[config.mk]
export PLATFORM = sky130hd
export DESIGN_NAME = gpt_channel
export DESIGN_NICKNAME = d
export VERILOG_FILES = /design/src/rtl/gpt_pkg.sv /design/src/rtl/gpt_prescaler.sv /design/src/rtl/gpt_counter.sv /design/src/rtl/gpt_regs.sv /design/src/rtl/gpt_channel.sv
export SDC_FILE = /design/constraint.sdc
export NUM_CORES = 1
export LEC_CHECK = 0
export BUFFER_PORTS_ARGS = -buffer_cell sky130_fd_sc_hd__buf_2
export CAP_MARGIN = 20
export CORE_MARGIN = 1.5
export CORE_UTILIZATION = 62
export CTS_BUF_LIST = sky130_fd_sc_hd__clkbuf_2 sky130_fd_sc_hd__clkbuf_4 sky130_fd_sc_hd__clkbuf_8
export DETAILED_ROUTE_END_ITERATION = 16
export MAX_ROUTING_LAYER = met4
export PLACE_DENSITY = 0.87
export SYNTH_ARGS = -nofsm -noshare
export SYNTH_HDL_FRONTEND = slang
export SYNTH_SLANG_ARGS = --single-unit
[constraint.sdc]
create_clock -name clk -period 2.75 [get_ports clk]
set_clock_uncertainty 0.05 [all_clocks]
set_input_delay 0.55 -clock clk [delete_from_list [all_inputs] [get_ports clk]]
set_output_delay 0.55 -clock clk [all_outputs]
set_load 0.01 [all_outputs]
[src/rtl/gpt_pkg.sv]
package gpt_pkg;

  localparam int DW     = 16;               // register and counter width
  localparam int PS_W   = 4;                // prescale field width
  localparam int PRE_W  = (1 << PS_W) - 1;  // prescaler counter width
  localparam int AW     = 2;

  typedef enum logic [AW-1:0] {
    A_CMPA  = 2'd0,
    A_CMPB  = 2'd1,
    A_COUNT = 2'd2,
    A_SETUP = 2'd3
  } gpt_addr_e;

  // setup word bit positions
  localparam int B_RUN    = 15;
  localparam int B_EVB    = 14;
  localparam int B_EVA    = 13;
  localparam int B_LOCK   = 12;
  localparam int B_STOP   = 11;
  localparam int B_MODE_H = 9;
  localparam int B_MODE_L = 8;
  localparam int B_SRC    = 4;

  localparam logic [11:0] CFG_MASK = 12'hB1F;

  typedef enum logic [1:0] {
    M_OFF   = 2'b00,
    M_EQ    = 2'b01,
    M_GE    = 2'b10,
    M_GEIRQ = 2'b11
  } gpt_mode_e;

  typedef struct packed {
    logic            stop_en;
    gpt_mode_e       mode;
    logic            src_fast;
    logic [PS_W-1:0] prescale;
  } gpt_cfg_t;

  function automatic gpt_cfg_t cfg_decode(input logic [11:0] raw);
    gpt_cfg_t c;
    c.stop_en  = raw[B_STOP];
    c.mode     = gpt_mode_e'(raw[B_MODE_H:B_MODE_L]);
    c.src_fast = raw[B_SRC];
    c.prescale = raw[PS_W-1:0];
    return c;
  endfunction

endpackage

[src/rtl/gpt_prescaler.sv]
module gpt_prescaler
  import gpt_pkg::*;
#(
  parameter int PSW  = PS_W,
  parameter int PREW = (1 << PSW) - 1
) (
  input  logic           clk,
  input  logic           rst,
  input  logic           run,
  input  logic           src_fast,
  input  logic           fast_tick_i,
  input  logic           slow_tick_i,
  input  logic [PSW-1:0] prescale,
  output logic           tick
);

  logic [PREW-1:0] pre_q;
  logic [PREW-1:0] mask;
  logic            src_en;
  logic            step;

  always_comb begin
    src_en = src_fast ? fast_tick_i : slow_tick_i;
    step   = src_en && run;
    mask   = ~({PREW{1'b1}} << prescale);
    tick   = step && ((pre_q & mask) == mask);
  end

  always_ff @(posedge clk) begin
    if (rst) begin
      pre_q <= '0;
    end else if (!run) begin
      pre_q <= pre_q;
    end else if (step) begin
      pre_q <= pre_q + PREW'(1);
    end
  end

endmodule

[src/rtl/gpt_counter.sv]
module gpt_counter
  import gpt_pkg::*;
#(
  parameter int W = DW
) (
  input  logic      clk,
  input  logic      rst,
  input  logic      tick,
  input  logic      cnt_we,
  input  logic [W-1:0] wdata,
  input  logic [W-1:0] cmp_a,
  input  logic [W-1:0] cmp_b,
  input  gpt_mode_e mode,
  output logic [W-1:0] cnt,
  output logic      hit_a,
  output logic      hit_b
);

  logic [W-1:0] cnt_q;
  logic         match_b;

  always_comb begin
    unique case (mode)
      M_OFF:   match_b = 1'b0;
      M_EQ:    match_b = (cnt_q == cmp_b);
      default: match_b = (cnt_q >= cmp_b);
    endcase
    hit_b = tick && match_b;
    hit_a = tick && (cnt_q == cmp_a);
  end

  always_ff @(posedge clk) begin
    if (rst) begin
      cnt_q <= '0;
    end else if (cnt_we) begin
      cnt_q <= wdata;
    end else if (tick) begin
      cnt_q <= match_b ? '0 : cnt_q + W'(1);
    end
  end

  assign cnt = cnt_q;

endmodule

[src/rtl/gpt_regs.sv]
module gpt_regs
  import gpt_pkg::*;
(
  input  logic          clk,
  input  logic          rst,
  input  logic          wr,
  input  logic          rd,
  input  logic [AW-1:0] addr,
  input  logic [DW-1:0] wdata,
  input  logic [DW-1:0] cnt,
  input  logic          hit_a,
  input  logic          hit_b,
  output logic [DW-1:0] cmp_a,
  output logic [DW-1:0] cmp_b,
  output gpt_cfg_t      cfg,
  output logic          run_en,
  output logic          locked,
  output logic          ev_b,
  output logic          clr_b,
  output logic [DW-1:0] rdata,
  output logic          irq
);

  logic [DW-1:0] cmp_a_q, cmp_b_q, rdata_q;
  logic [11:0]   cfg_raw_q;
  logic          lock_q, run_q, ev_a_q, ev_b_q, irq_q;
  logic          wr_setup, clr_a;
  logic          ev_a_n, ev_b_n;
  logic [DW-1:0] setup_word;

  always_comb begin
    wr_setup   = wr && (gpt_addr_e'(addr) == A_SETUP);
    clr_a      = wr_setup && wdata[B_EVA];
    clr_b      = wr_setup && wdata[B_EVB];
    ev_a_n     = hit_a ? 1'b1 : (clr_a ? 1'b0 : ev_a_q);
    ev_b_n     = hit_b ? 1'b1 : (clr_b ? 1'b0 : ev_b_q);
    cfg        = cfg_decode(cfg_raw_q);
    setup_word = {run_q, ev_b_q, ev_a_q, lock_q, cfg_raw_q & CFG_MASK};
  end

  always_ff @(posedge clk) begin
    if (rst) begin
      cmp_a_q   <= '0;
      cmp_b_q   <= '0;
      cfg_raw_q <= '0;
      lock_q    <= 1'b0;
      run_q     <= 1'b0;
      ev_a_q    <= 1'b0;
      ev_b_q    <= 1'b0;
      irq_q     <= 1'b0;
      rdata_q   <= '0;
    end else begin
      if (wr && gpt_addr_e'(addr) == A_CMPA) cmp_a_q <= wdata;
      if (wr && gpt_addr_e'(addr) == A_CMPB) cmp_b_q <= wdata;
      if (wr_setup) begin
        run_q <= wdata[B_RUN];
        if (!lock_q) begin
          cfg_raw_q <= wdata[11:0];
          lock_q    <= 1'b1;
        end
      end
      ev_a_q <= ev_a_n;
      ev_b_q <= ev_b_n;
      irq_q  <= ev_b_n && (cfg.mode == M_GEIRQ);
      if (rd) begin
        unique case (gpt_addr_e'(addr))
          A_CMPA:  rdata_q <= cmp_a_q;
          A_CMPB:  rdata_q <= cmp_b_q;
          A_COUNT: rdata_q <= cnt;
          default: rdata_q <= setup_word;
        endcase
      end
    end
  end

  assign cmp_a  = cmp_a_q;
  assign cmp_b  = cmp_b_q;
  assign run_en = run_q;
  assign locked = lock_q;
  assign ev_b   = ev_b_q;
  assign rdata  = rdata_q;
  assign irq    = irq_q;

endmodule

[src/rtl/gpt_channel.sv]
module gpt_channel
  import gpt_pkg::*;
(
  input  logic          clk,
  input  logic          rst,
  input  logic          fast_tick_i,
  input  logic          slow_tick_i,
  input  logic          halt_i,
  input  logic          bus_wr_i,
  input  logic          bus_rd_i,
  input  logic [1:0]    bus_addr_i,
  input  logic [15:0]   bus_wdata_i,
  output logic [15:0]   bus_rdata_o,
  output logic          irq_o
);

  logic [DW-1:0] cmp_a, cmp_b, cnt;
  gpt_cfg_t      cfg;
  logic          run_en, locked, ev_b, clr_b;
  logic          hit_a, hit_b, tick, run, cnt_we;

  always_comb begin
    run    = run_en && !(cfg.stop_en && halt_i);
    cnt_we = bus_wr_i && (gpt_addr_e'(bus_addr_i) == A_COUNT);
  end

  gpt_regs u_regs (
    .clk    (clk),
    .rst    (rst),
    .wr     (bus_wr_i),
    .rd     (bus_rd_i),
    .addr   (bus_addr_i),
    .wdata  (bus_wdata_i),
    .cnt    (cnt),
    .hit_a  (hit_a),
    .hit_b  (hit_b),
    .cmp_a  (cmp_a),
    .cmp_b  (cmp_b),
    .cfg    (cfg),
    .run_en (run_en),
    .locked (locked),
    .ev_b   (ev_b),
    .clr_b  (clr_b),
    .rdata  (bus_rdata_o),
    .irq    (irq_o)
  );

  gpt_prescaler #(.PSW(PS_W)) u_pre (
    .clk         (clk),
    .rst         (rst),
    .run         (run),
    .src_fast    (cfg.src_fast),
    .fast_tick_i (fast_tick_i),
    .slow_tick_i (slow_tick_i),
    .prescale    (cfg.prescale),
    .tick        (tick)
  );

  gpt_counter #(.W(DW)) u_cnt (
    .clk    (clk),
    .rst    (rst),
    .tick   (tick),
    .cnt_we (cnt_we),
    .wdata  (bus_wdata_i),
    .cmp_a  (cmp_a),
    .cmp_b  (cmp_b),
    .mode   (cfg.mode),
    .cnt    (cnt),
    .hit_a  (hit_a),
    .hit_b  (hit_b)
  );

endmodule

Word level (Yosys, flattened, before mapping)

Cells that the tools add are included.
W data, S select, Z words.

Flip-flop bits (word level): 96
Latch bits: 0
Memory bits (writable): 0
ROM bits: 0
Input port bits: 25
Output and inout port bits: 17
Memories: 0

$add $sub $neg: 2
Multipliers: 0
Divide/modulo/power cells: 0
$lt $le $gt $ge: 1
Equal/unequal tests: 8
Shifts and indexed selects: 1
Mux-type cells: 10
Bitwise operators: 3
Reduce and logical (&&, ||, !) cells: 20

Operators by type and width:

| operator                | count |
|---|---|
| $mux W16                | 3 |
| $pmux W16 S3            | 1 |
| $eq A16 B16 Y1          | 2 |
| $add A16 B1 Y16 const B | 1 |
| $ge A16 B16 Y1          | 1 |
| $add A15 B1 Y15 const B | 1 |
| $and A15 B15 Y15        | 1 |
| $eq A15 B15 Y1          | 1 |
| $not A15 Y15            | 1 |
| $shl A15 B4 Y15 const A | 1 |
| $logic_and A1 B1 Y1     | 13 |
| $eq A2 B2 Y1 const B    | 3 |
| $mux W1                 | 5 |
| $eq A2 B1 Y1 const B    | 2 |
| $logic_not A2 Y1        | 2 |
| $reduce_and A2 Y1       | 2 |
| $reduce_bool A2 Y1      | 2 |
| $pmux W1 S2             | 1 |
| $logic_not A1 Y1        | 1 |
| $not A1 Y1              | 1 |

Depth between registers and ports, before layout

Gate-level depths: netlist (run 1).

Depth in word-level cells: 8
Depth in mapped cells: 9

Modules after synthesis

Synthesis (run 1) repeated with hierarchy kept, for this count alone.

Cells, all modules: 602
Area total of the unflattened synthesis: 5,163.7 um^2

Modules (own cells, without submodules):

| module        | times used | cells each | area an instance (um^2) | sequential area each (um^2) |
|---|---|---|---|---|
| gpt_regs      | 1          | 280        | 2,606.2                 | 1,221.2 |
| gpt_counter   | 1          | 214        | 1,682.9                 | 320.3 |
| gpt_prescaler | 1          | 106        | 858.3                   | 300.3 |
| gpt_channel   | 1          | 2          | 16.3                    | 0.0 |

Worst setup path after synthesis (run 1)

Ideal clock, no wire load.

Path type: register to register
Start: register u_regs.cmp_b_q[14] (netlist: u_regs.cmp_b[14])
End: register u_cnt.cnt_q[10] (netlist: u_cnt.cnt[10])
Library setup time: 0.070 ns
Arrival time: 1.984 ns
Required time: 2.630 ns
Setup slack: 0.645 ns
Stages on the path, launching flop included: 10
Cells stage by stage: dfxtp_1 > inv_1 > ha_1 > a21oi_1 > nand2_1 > a221oi_1 > o211ai_1 > clkbuf_1 > or3_1 > a21oi_1

Longest elaborated chain between the ends: 5

Ends and longest elaborated chain:

| item                                             | RTL line                             | source |
|---|---|---|
| start, declared                                  | gpt_regs.sv:24                       | `logic [DW-1:0] cmp_a_q, cmp_b_q, rdata_q;` |
| start signal, assigned                           | gpt_regs.sv:54                       | `if (wr && gpt_addr_e'(addr) == A_CMPB) cmp_b_q <= wdata;` |
| $ge A16 B16 Y1 or $eq A16 B16 Y1 (tied branches) | gpt_counter.sv:26, gpt_counter.sv:25 |  |
| $pmux W1 S2 *                                    | gpt_counter.sv:23                    | `unique case (mode)` |
| $mux W16 *                                       | gpt_counter.sv:38                    | `cnt_q <= match_b ? '0 : cnt_q + W'(1);` |
| $mux W16 *                                       | gpt_counter.sv:37                    | `end else if (tick) begin` |
| $mux W16 *                                       | gpt_counter.sv:35                    | `end else if (cnt_we) begin` |
| end signal, assigned                             | gpt_counter.sv:36                    | `cnt_q <= wdata;` |
| end signal, assigned                             | gpt_counter.sv:38                    |  |
| end, declared                                    | gpt_counter.sv:19                    | `logic [W-1:0] cnt_q;` |

Mark *: on every way between the ends. The rest lies on a longest branch, timed or not. The select of a mux whose other input is x is not followed.
A chain may end at the register's enable or synchronous reset.

Final worst setup path (run 1)

Start: register u_cnt.cnt_q[11] (netlist: u_cnt.cnt[11])
End: register u_cnt.cnt_q[9] (netlist: u_cnt.cnt[9])

Longest elaborated chain between the ends: 5

Ends and longest elaborated chain:

| item                                             | RTL line |
|---|---|
| $ge A16 B16 Y1 or $eq A16 B16 Y1 (tied branches) | gpt_counter.sv:26, gpt_counter.sv:25 |
| $pmux W1 S2 *                                    | gpt_counter.sv:23 |
| $mux W16 *                                       | gpt_counter.sv:38 |
| $mux W16 *                                       | gpt_counter.sv:37 |
| $mux W16 *                                       | gpt_counter.sv:35 |

Marks and branches as above.

==> results of run 1 <==
## metrics by stage
step / setup WS [ns] / area, µm²
after detailed placement: 0.311 / 5260
after floorplan: 0.645 / 4920
final: 0.192 / 5450
after CTS: 0.240 / 5450
after global routing: 0.0781 / 5450
after global placement: 0.417 / 5260
## worst max-delay path by stage
stage / start / end / slack, ns / cells past startpoint
global placement: u_cnt.cnt[11] / u_cnt.cnt[2] / 0.42 / 8
finish: u_cnt.cnt[11] / u_cnt.cnt[9] / 0.19 / 8
global route: u_cnt.cnt[14] / u_cnt.cnt[9] / 0.08 / 8
floorplan: u_regs.cmp_b[14] / u_cnt.cnt[10] / 0.65 / 9
CTS: u_cnt.cnt[11] / u_cnt.cnt[9] / 0.24 / 8
detailed placement: u_cnt.cnt[11] / u_cnt.cnt[8] / 0.31 / 8
## cells in the final DEF, fill, tap and decap left out, types with 3 or more instances in the layout
master,Yosys,routed
a211oi_1,5,5
clkbuf_8,0,9
a22oi_1,4,4
inv_1,24,24
and2_1,3,3
buf_2,6,41
xnor2_1,30,30
dfxtp_1,92,92
nand2b_1,18,18
mux2i_1,17,17
buf_4,0,18
and3_1,3,3
nand2_1,104,104
o211ai_1,17,17
or3_1,19,19
nand4_1,16,16
nor3_1,8,8
ha_1,18,18
xor2_1,9,9
o21ai_0,9,9
mux4_2,12,12
a21oi_1,71,71
nand3_1,7,7
nor2_1,48,48
## registers in the layout, summed over array words and instances, names as in the netlist
signal,count
u_cnt.cnt,16
u_regs.cmp_a,16
u_regs.cmp_b,16
u_regs.rdata,16
u_pre.pre_q,15
u_regs.cfg_raw_q,8
u_regs.ev_a_q,1
u_regs.ev_b,1
u_regs.irq,1
u_regs.locked,1
u_regs.run_en,1
## power by group
group	switching (mW)	total (mW)	internal [mW]	leakage, nW
Sequential	0.0490	1.42	1.37	0.747
Clock	0.544	0.895	0.351	0.0943
Combinational	0.216	0.374	0.158	1.16
## cell families after synthesis
group | share of synthesized area
and+or+nand+nor | 0.225
AOI/OAI and AO/OA | 0.146
DFF | 0.374
buffers and inverters | 0.0498
xor gates and xnor gates | 0.0694
muxes | 0.0895
adders and majority gates | 0.0458
## cell usage after synthesis (2+ instances only)
master,n,area [µm²]
a211oi_1,5,37.5
a21oi_1,71,355
a221oi_1,2,17.5
a22oi_1,4,30.0
and2_1,3,18.8
and3_1,3,18.8
and4_1,2,17.5
buf_1,3,11.3
buf_2,6,30.0
clkbuf_1,29,109
dfxtp_1,92,1840
ha_1,18,225
inv_1,24,90.1
mux2i_1,17,170
mux4_2,12,270
nand2_1,104,390
nand2b_1,18,113
nand3_1,7,35.0
nand3b_1,2,15.0
nand4_1,16,100
nor2_1,48,180
nor2b_1,2,12.5
nor3_1,8,40.0
nor4_1,2,12.5
o211ai_1,17,128
o21ai_0,9,45.0
o21bai_1,2,15.0
or3_1,19,119
xnor2_1,30,263
xor2_1,9,78.8
## final cells by class
cell class,count,area (µm²)
inverters,24,90.1
well taps,102,128
clock inverters,7,65.1
clock buffers,9,124
flip-flops and latches,92,1840
repair buffers,60,360
multi-input cells,443,2840
fillers,602,2240
## tightest hold or removal path, delay by kind of cell
family / cells / cell delay, ns
AO/OA/AOI/OAI: 1 / 0.05
buffers and inverters: 1 / 0.11
AND/OR/NAND/NOR: 1 / 0.05
## per-layer routing
layer  global-route usage  vias to the layer above
met5                    -                        -
li1                     -                     2137
met1                0.439                     2180
met3               0.0647                       39
met2                0.520                      245
met4                0.144                        0
==> results.json, run 1 <==
{
  "status": "completed",
  "cp_num_buf_inv": 1,
  "worstSetupEndpointType": "flip-flop",
  "vias": 4601,
  "clk_path_buf_depth": 2,
  "setup.worst_path.class": "flip-flop to flip-flop",
  "initial_core_util": 0.640,
  "wl_met2_um": 6110,
  "nNetsFinal": 673,
  "min_path_type": "input pin to flip-flop",
  "vdd_drop_max_mv": 0.309,
  "grt_pass1_wl_um": 21800,
  "cts_resized": 0,
  "netlist_area_um2": 4920,
  "leakagePower_nw": 2.00,
  "holdPathStages": 3,
  "finalSetupViolations": 0,
  "synthToLayoutAreaGrowth_pct": 10.7,
  "fp.dieW_um": 92.1,
  "post-route-util": 0.708,
  "die_h_um": 92.1,
  "ios": 42,
  "h-tree-depth": 3,
  "power.total_mw": 2.69,
  "dp_hpwl_um": 9500,
  "synth_warnings": 0,
  "firstDrtPassIters": 5,
  "worst_ep_arrival_time_ns": 2.80,
  "fmaxAchievable_mhz": 391,
  "grt.overflow.total": 0,
  "period_share": 0.930,
  "synth_edf_count": 0,
  "clk-insertion-delay-late_ns": 0.38,
  "powerDensity_nw_per_um2": 494,
  "yosys_most_used_dff": "dfxtp_1",
  "slowest_stage": "dfxtp_1",
  "grt_max_degree": 35,
  "drv_cap": 0,
  "rows": 32,
  "slew_headroom": 0.583,
  "top_layer_used": "met4",
  "ctsHoldBuffers": 0,
  "synthCells": 598,
  "clkTransAtPathRegs_ns": 0.10,
  "slew_violations": 0,
  "reg2reg_depth": 8,
  "rsz0062_at_grt": "no",
  "diodes": 0,
  "path_delay_family": "compound AO/OA/AOI/OAI gates",
  "numPortBuffers": 41,
  "ys_types": 44,
  "clockRootBuffer": "clkbuf_8",
  "cp_slowest_stage_delay_ns": 0.50,
  "ys_ff_latch": 92,
  "r2r_start": "u_cnt.cnt[11]",
  "drt_iter0_drc": 518,
  "drive_above_1_share": 0.143,
  "wirelength_met1_um": 5490,
  "min_period_ns": 2.56,
  "dieArea_um2": 8480,
  "final_antenna_net_count": 0,
  "cts_setup_buffers": 0,
  "antenna_found_initial": 0,
  "reg2reg_slack_ns": 0.19,
  "tns_ns": 0,
  "crit_chain": "ha_1 -> nand4_1 -> nor2_1 -> a221oi_1 -> o211ai_1 -> buf_4 -> or3_1 -> a21oi_1",
  "viasPerCell": 6.24,
  "hold_violations": 0,
  "grtUsageTotal": 0.339,
  "async_flop_share": 0,
  "timing.hold.ws_ns": 0.376,
  "grt_pass1_vias": 4399,
  "min_from": "bus_wdata_i[6]",
  "wl_um": 13300,
  "start_kind": "flip-flop",
  "holdPathEnd": "u_regs.cmp_a[6]",
  "critPathMaxFanout": 10,
  "drc": 0,
  "syn_avg_cell_area_um2": 8.23,
  "synth_nets": 641,
  "rr_endpoint": "u_cnt.cnt[9]",
  "wl_per_cell_um": 18.0,
  "required_ns": 3.00,
  "cts_tree": "yes",
  "dp_cells": 721,
  "gp_congestion": 0.975,
  "worst_pin_slew_ns": 0.623,
  "core-area_um2": 7690,
  "final_cells": 737,
  "wl_met3_um": 1220,
  "seq_area_frac_synth": 0.374,
  "clkSinkCount": 92,
  "cts_made_buffers": 9
}
Note: power is estimated with default switching activity, not from simulation.
==> run 2, diff against run 1 <==
--- a/config.mk
+++ b/config.mk
@@ -7,12 +7,14 @@
 export LEC_CHECK = 0
 export BUFFER_PORTS_ARGS = -buffer_cell sky130_fd_sc_hd__buf_2
 export CAP_MARGIN = 20
+export CORE_ASPECT_RATIO = 0.75
 export CORE_MARGIN = 1.5
-export CORE_UTILIZATION = 62
-export CTS_BUF_LIST = sky130_fd_sc_hd__clkbuf_2 sky130_fd_sc_hd__clkbuf_4 sky130_fd_sc_hd__clkbuf_8
+export CORE_UTILIZATION = 60
+export CTS_BUF_LIST = sky130_fd_sc_hd__clkbuf_16
 export DETAILED_ROUTE_END_ITERATION = 16
 export MAX_ROUTING_LAYER = met4
-export PLACE_DENSITY = 0.87
+export PLACE_DENSITY = 0.85
+export SKIP_CTS_REPAIR_TIMING = 1
 export SYNTH_ARGS = -nofsm -noshare
 export SYNTH_HDL_FRONTEND = slang
 export SYNTH_SLANG_ARGS = --single-unit
==> run 2 against run 1 <==
Net effect: die area up 3.3%; cell area rose by 1.9%; fmax rose by 7.2%; largest power group unchanged.
==> results.json, run 2 (synthesis results as in run 1) <==
{
  "worstSetupEndpointType": "flip-flop",
  "die_h_um": 81.4,
  "min_path_type": "input pin to flip-flop",
  "finalSetupViolations": 0,
  "hold_violations": 0,
  "diodes": 0,
  "required_ns": 2.97,
  "vdd_drop_max_mv": 0.464,
  "fillCellCount": 667,
  "grtUsageTotal": 0.345,
  "final_antenna_net_count": 0,
  "grt.overflow.total": 0,
  "holdPathStages": 3,
  "fin_ws_ns": 0.364,
  "rr_endpoint": "u_cnt.cnt[15]",
  "cts_made_buffers": 9,
  "dp_hpwl_um": 9780,
  "rsz0062_at_grt": "no",
  "critPathMaxFanout": 9,
  "clkTransAtPathRegs_ns": 0.06,
  "grt_max_degree": 41,
  "slew_violations": 0,
  "layout_common_cells": "nand2_1, dfxtp_1, a21oi_1",
  "wl_per_cell_um": 18.6,
  "start_kind": "flip-flop",
  "viasPerCell": 6.15,
  "crit_chain": "ha_1 -> nand4_1 -> nor2_1 -> a221oi_1 -> o211ai_1 -> buf_4 -> or3_1 -> a21oi_1",
  "slowest_stage": "dfxtp_1",
  "powerDensity_nw_per_um2": 557,
  "setup.worst_path.class": "flip-flop to flip-flop",
  "drt_iter0_drc": 381,
  "place_ws_ns": 0.353,
  "h-tree-depth": 3,
  "final_common_cell": "nand2_1",
  "multi_input_area_um2": 2840,
  "initial_core_util": 0.621,
  "min_period_ns": 2.39,
  "tns_ns": 0,
  "seq_area_um2": 1840,
  "min_from": "bus_wdata_i[7]",
  "r2r_start": "u_cnt.cnt[9]",
  "fin_area_um2": 5550,
  "rows": 28,
  "core-area_um2": 7920,
  "worst_pin_slew_ns": 0.653,
  "nNetsFinal": 670,
  "post-route-util": 0.701,
  "power.total_mw": 3.09,
  "gp_congestion": 1.00,
  "holdPathEnd": "u_regs.cmp_b[7]",
  "wl_um": 13700,
  "numPortBuffers": 41,
  "vias": 4530,
  "dieArea_um2": 8760,
  "slew_headroom": 0.565,
  "ios": 42,
  "placed_area_um2": 5240,
  "grt_pass1_wl_um": 22100,
  "drc": 0,
  "leakagePower_nw": 2.06,
  "grt_pass1_vias": 4349,
  "cts_tree": "yes",
  "reg2reg_slack_ns": 0.36,
  "worst_ep_arrival_time_ns": 2.61,
  "drv_cap": 0,
  "antenna_found_initial": 0,
  "period_share": 0.868,
  "reg2reg_depth": 8,
  "drive_above_1_share": 0.134,
  "firstDrtPassIters": 5,
  "clkSinkCount": 92,
  "fp.dieW_um": 108,
  "fmaxAchievable_mhz": 419,
  "clk_path_buf_depth": 2,
  "clockRootBuffer": "clkbuf_16",
  "cp_slowest_stage_delay_ns": 0.51,
  "status": "completed",
  "synthToLayoutAreaGrowth_pct": 12.8,
  "clk-insertion-delay-late_ns": 0.35
}
[run 2: cell type report]
type,instances,area share
repair buffers,57,0.0609
well taps,105,0.0237
inverters,24,0.0162
flip-flops and latches,92,0.332
clock inverters,7,0.0153
multi-input cells,443,0.511
clock buffers,9,0.0406
[run 2: worst max-delay path by stage]
stage | startpoint | end | cells past startpoint
after floorplan | u_regs.cmp_b[14] | u_cnt.cnt[10] | 9
after global placement | fast_tick_i | u_cnt.cnt[12] | 8
after detailed placement | fast_tick_i | u_cnt.cnt[15] | 8
after CTS | u_cnt.cnt[9] | u_cnt.cnt[15] | 8
after global routing | u_pre.pre_q[5] | u_cnt.cnt[4] | 6
final | u_cnt.cnt[9] | u_cnt.cnt[15] | 8
[run 2: power by group]
| part | switching (mW) | internal (mW) | total (mW) |
|---|---|---|---|
| registers | 0.0515 | 1.37 | 1.43 |
| logic | 0.218 | 0.155 | 0.373 |
| clock network | 0.508 | 0.786 | 1.29 |
[run 2: per-layer routing]
metal	global-route usage	routed length (µm)	vias to the layer above
met2	0.564	6410	209
met5	-	0	-
met1	0.413	5660	2144
met3	0.0849	1140	52
li1	-	-	2125
met4	0.146	492	0
[run 2: metrics by stage]
step                      std cells  hold slack [ns]
final                           737            0.410
after global placement          721            0.410
after global routing            737            0.422
after detailed placement        721            0.417
after floorplan                 598            0.395
after CTS                       737            0.409
[run 2: worst max-delay path, delay by kind of cell (launching register included)]
kind,cells,cell delay [ns]
AND/OR/NAND/NOR,3,0.61
adder cells (fa/ha/maj),1,0.31
flip-flops,1,0.51
AO/OA/AOI/OAI,3,0.62
buffers and inverters,1,0.22
==> run 3, diff against run 2 <==
--- a/config.mk
+++ b/config.mk
@@ -5,9 +5,10 @@
 export SDC_FILE = /design/constraint.sdc
 export NUM_CORES = 1
 export LEC_CHECK = 0
+export ABC_CLOCK_PERIOD_IN_PS = 2750
 export BUFFER_PORTS_ARGS = -buffer_cell sky130_fd_sc_hd__buf_2
 export CAP_MARGIN = 20
-export CORE_ASPECT_RATIO = 0.75
+export CORE_ASPECT_RATIO = 2
 export CORE_MARGIN = 1.5
 export CORE_UTILIZATION = 60
 export CTS_BUF_LIST = sky130_fd_sc_hd__clkbuf_16
==> run 3 against run 2 <==
Net effect: combinational power increased by 2%; non-clock buffer count increased by 2; via count increased by 1.5%; clock power decreased by 13%; sequential share of layout area increased by 0.23 points; highest routed layer unchanged.
==> results.json, run 3 (synthesis results as in run 1) <==
{
  "numPortBuffers": 41,
  "firstDrtPassIters": 5,
  "worst_pin_slew_ns": 0.715,
  "fp.dieW_um": 67.0,
  "fmaxAchievable_mhz": 391,
  "pwr-share-clk": 0.383,
  "rows": 46,
  "powerDensity_nw_per_um2": 529,
  "die_h_um": 131,
  "cp_num_buf_inv": 1,
  "worstSetupEndpointType": "flip-flop",
  "cts_tree": "yes",
  "final_antenna_net_count": 0,
  "wirelength_met1_um": 4740,
  "switchingPower_uw": 786,
  "grt_pass1_vias": 4603,
  "drive_above_1_share": 0.137,
  "clk-insertion-delay-late_ns": 0.35,
  "clkSinkCount": 92,
  "start_kind": "flip-flop",
  "crit_chain": "ha_1 -> nand4_1 -> nor2_1 -> a221oi_1 -> o211ai_1 -> buf_4 -> or3_1 -> a21oi_1",
  "viasPerCell": 6.30,
  "h-tree-depth": 3,
  "ios": 42,
  "p_sw_frac": 0.269,
  "slew_violations": 0,
  "diodes": 0,
  "wl_um": 13900,
  "core-area_um2": 7940,
  "grt_pass1_wl_um": 22100,
  "fillCellCount": 634,
  "wl_per_cell_um": 19.0,
  "clk_path_buf_depth": 2,
  "timing.hold.ws_ns": 0.407,
  "antenna_found_initial": 0,
  "placed_area_um2": 5240,
  "top_layer_used": "met4",
  "grt.overflow.total": 0,
  "fin_area_um2": 5510,
  "layout_common_cells": "nand2_1, dfxtp_1, a21oi_1",
  "vdd_drop_max_mv": 0.372,
  "slew_headroom": 0.522,
  "initial_core_util": 0.619,
  "required_ns": 2.97,
  "path_delay_family": "compound AO/OA/AOI/OAI gates",
  "dp_cells": 714,
  "clockRootBuffer": "clkbuf_16",
  "min_path_type": "input pin to flip-flop",
  "dieArea_um2": 8780,
  "period_share": 0.929,
  "setup.worst_path.class": "flip-flop to flip-flop",
  "tns_ns": 0,
  "status": "completed",
  "min_period_ns": 2.55,
  "grtUsageTotal": 0.347,
  "slowest_stage": "dfxtp_1",
  "leakagePower_nw": 2.04,
  "hold_violations": 0,
  "finalSetupViolations": 0,
  "final_common_cell": "nand2_1",
  "wl_met2_um": 7210,
  "wl_met3_um": 856,
  "rsz0062_at_grt": "no",
  "cts_made_buffers": 9,
  "drv_cap": 0,
  "dp_hpwl_um": 10000,
  "intPower_mw": 2.13,
  "final_cells": 730,
  "grt_max_degree": 69,
  "drc": 0,
  "worst_ep_arrival_time_ns": 2.78,
  "critPathMaxFanout": 12,
  "synthToLayoutAreaGrowth_pct": 12.0,
  "seq_power_share": 0.487,
  "cp_slowest_stage_delay_ns": 0.49,
  "gp_congestion": 0.955,
  "vias": 4596,
  "nNetsFinal": 672,
  "drt_iter0_drc": 382,
  "clkTransAtPathRegs_ns": 0.06,
  "pwr-share-comb": 0.130
}
==> run 3: metrics by stage <==
| step | util | total power, mW | setup slack [ns] |
|---|---|---|---|
| finish | 0.694 | 2.92 | 0.196 |
| global route | 0.694 | 3.02 | 0.0931 |
| CTS | 0.693 | 2.91 | 0.198 |
| detailed placement | 0.660 | 1.82 | 0.240 |
| global placement | 0.660 | 1.80 | 0.300 |
| floorplan | - | 1.68 | 0.645 |
==> run 3: power groups by stage <==
stage	sequential, mW	clock [mW]	combinational (mW)
floorplan	1.44	0	0.247
global placement	1.45	0	0.358
global route	1.43	1.18	0.415
detailed placement	1.45	0	0.368
CTS	1.42	1.12	0.371
finish	1.42	1.12	0.379
==> run 3: layout make-up <==
type	instances	area (µm²)	share of cell area
clock buffers	9	225	0.0409
clock inverters	7	36.3	0.00658
inverters	24	90.1	0.0163
multi-input cells	443	2840	0.516
flip-flops and latches	92	1840	0.334
well taps	96	120	0.0218
repair buffers	59	353	0.0640
==> run 3: final timing paths <==
kind              depth (start not counted)               end       startpoint  slack (ns)
hold reg to reg                           2   u_regs.cmp_b[9]  u_regs.cmp_b[9]        0.43
setup reg to reg                          8     u_cnt.cnt[10]    u_cnt.cnt[12]        0.20
setup / recovery                          8     u_cnt.cnt[10]    u_cnt.cnt[12]        0.20
hold / removal                            3  u_regs.cmp_b[10]  bus_wdata_i[10]        0.41
==> run 3: layer usage <==
layer  GRT usage  up-vias
li1            -     2131
met4       0.261        0
met1       0.345     2178
met5           -        -
met2       0.590      204
met3      0.0564       83
==> run 3: worst register-to-register path: stages, from the launching register on <==
cell	delay (ns)
dfxtp_1	0.49
ha_1	0.30
nand4_1	0.21
nor2_1	0.09
a221oi_1	0.30
o211ai_1	0.25
buf_4	0.26
or3_1	0.38
a21oi_1	0.16
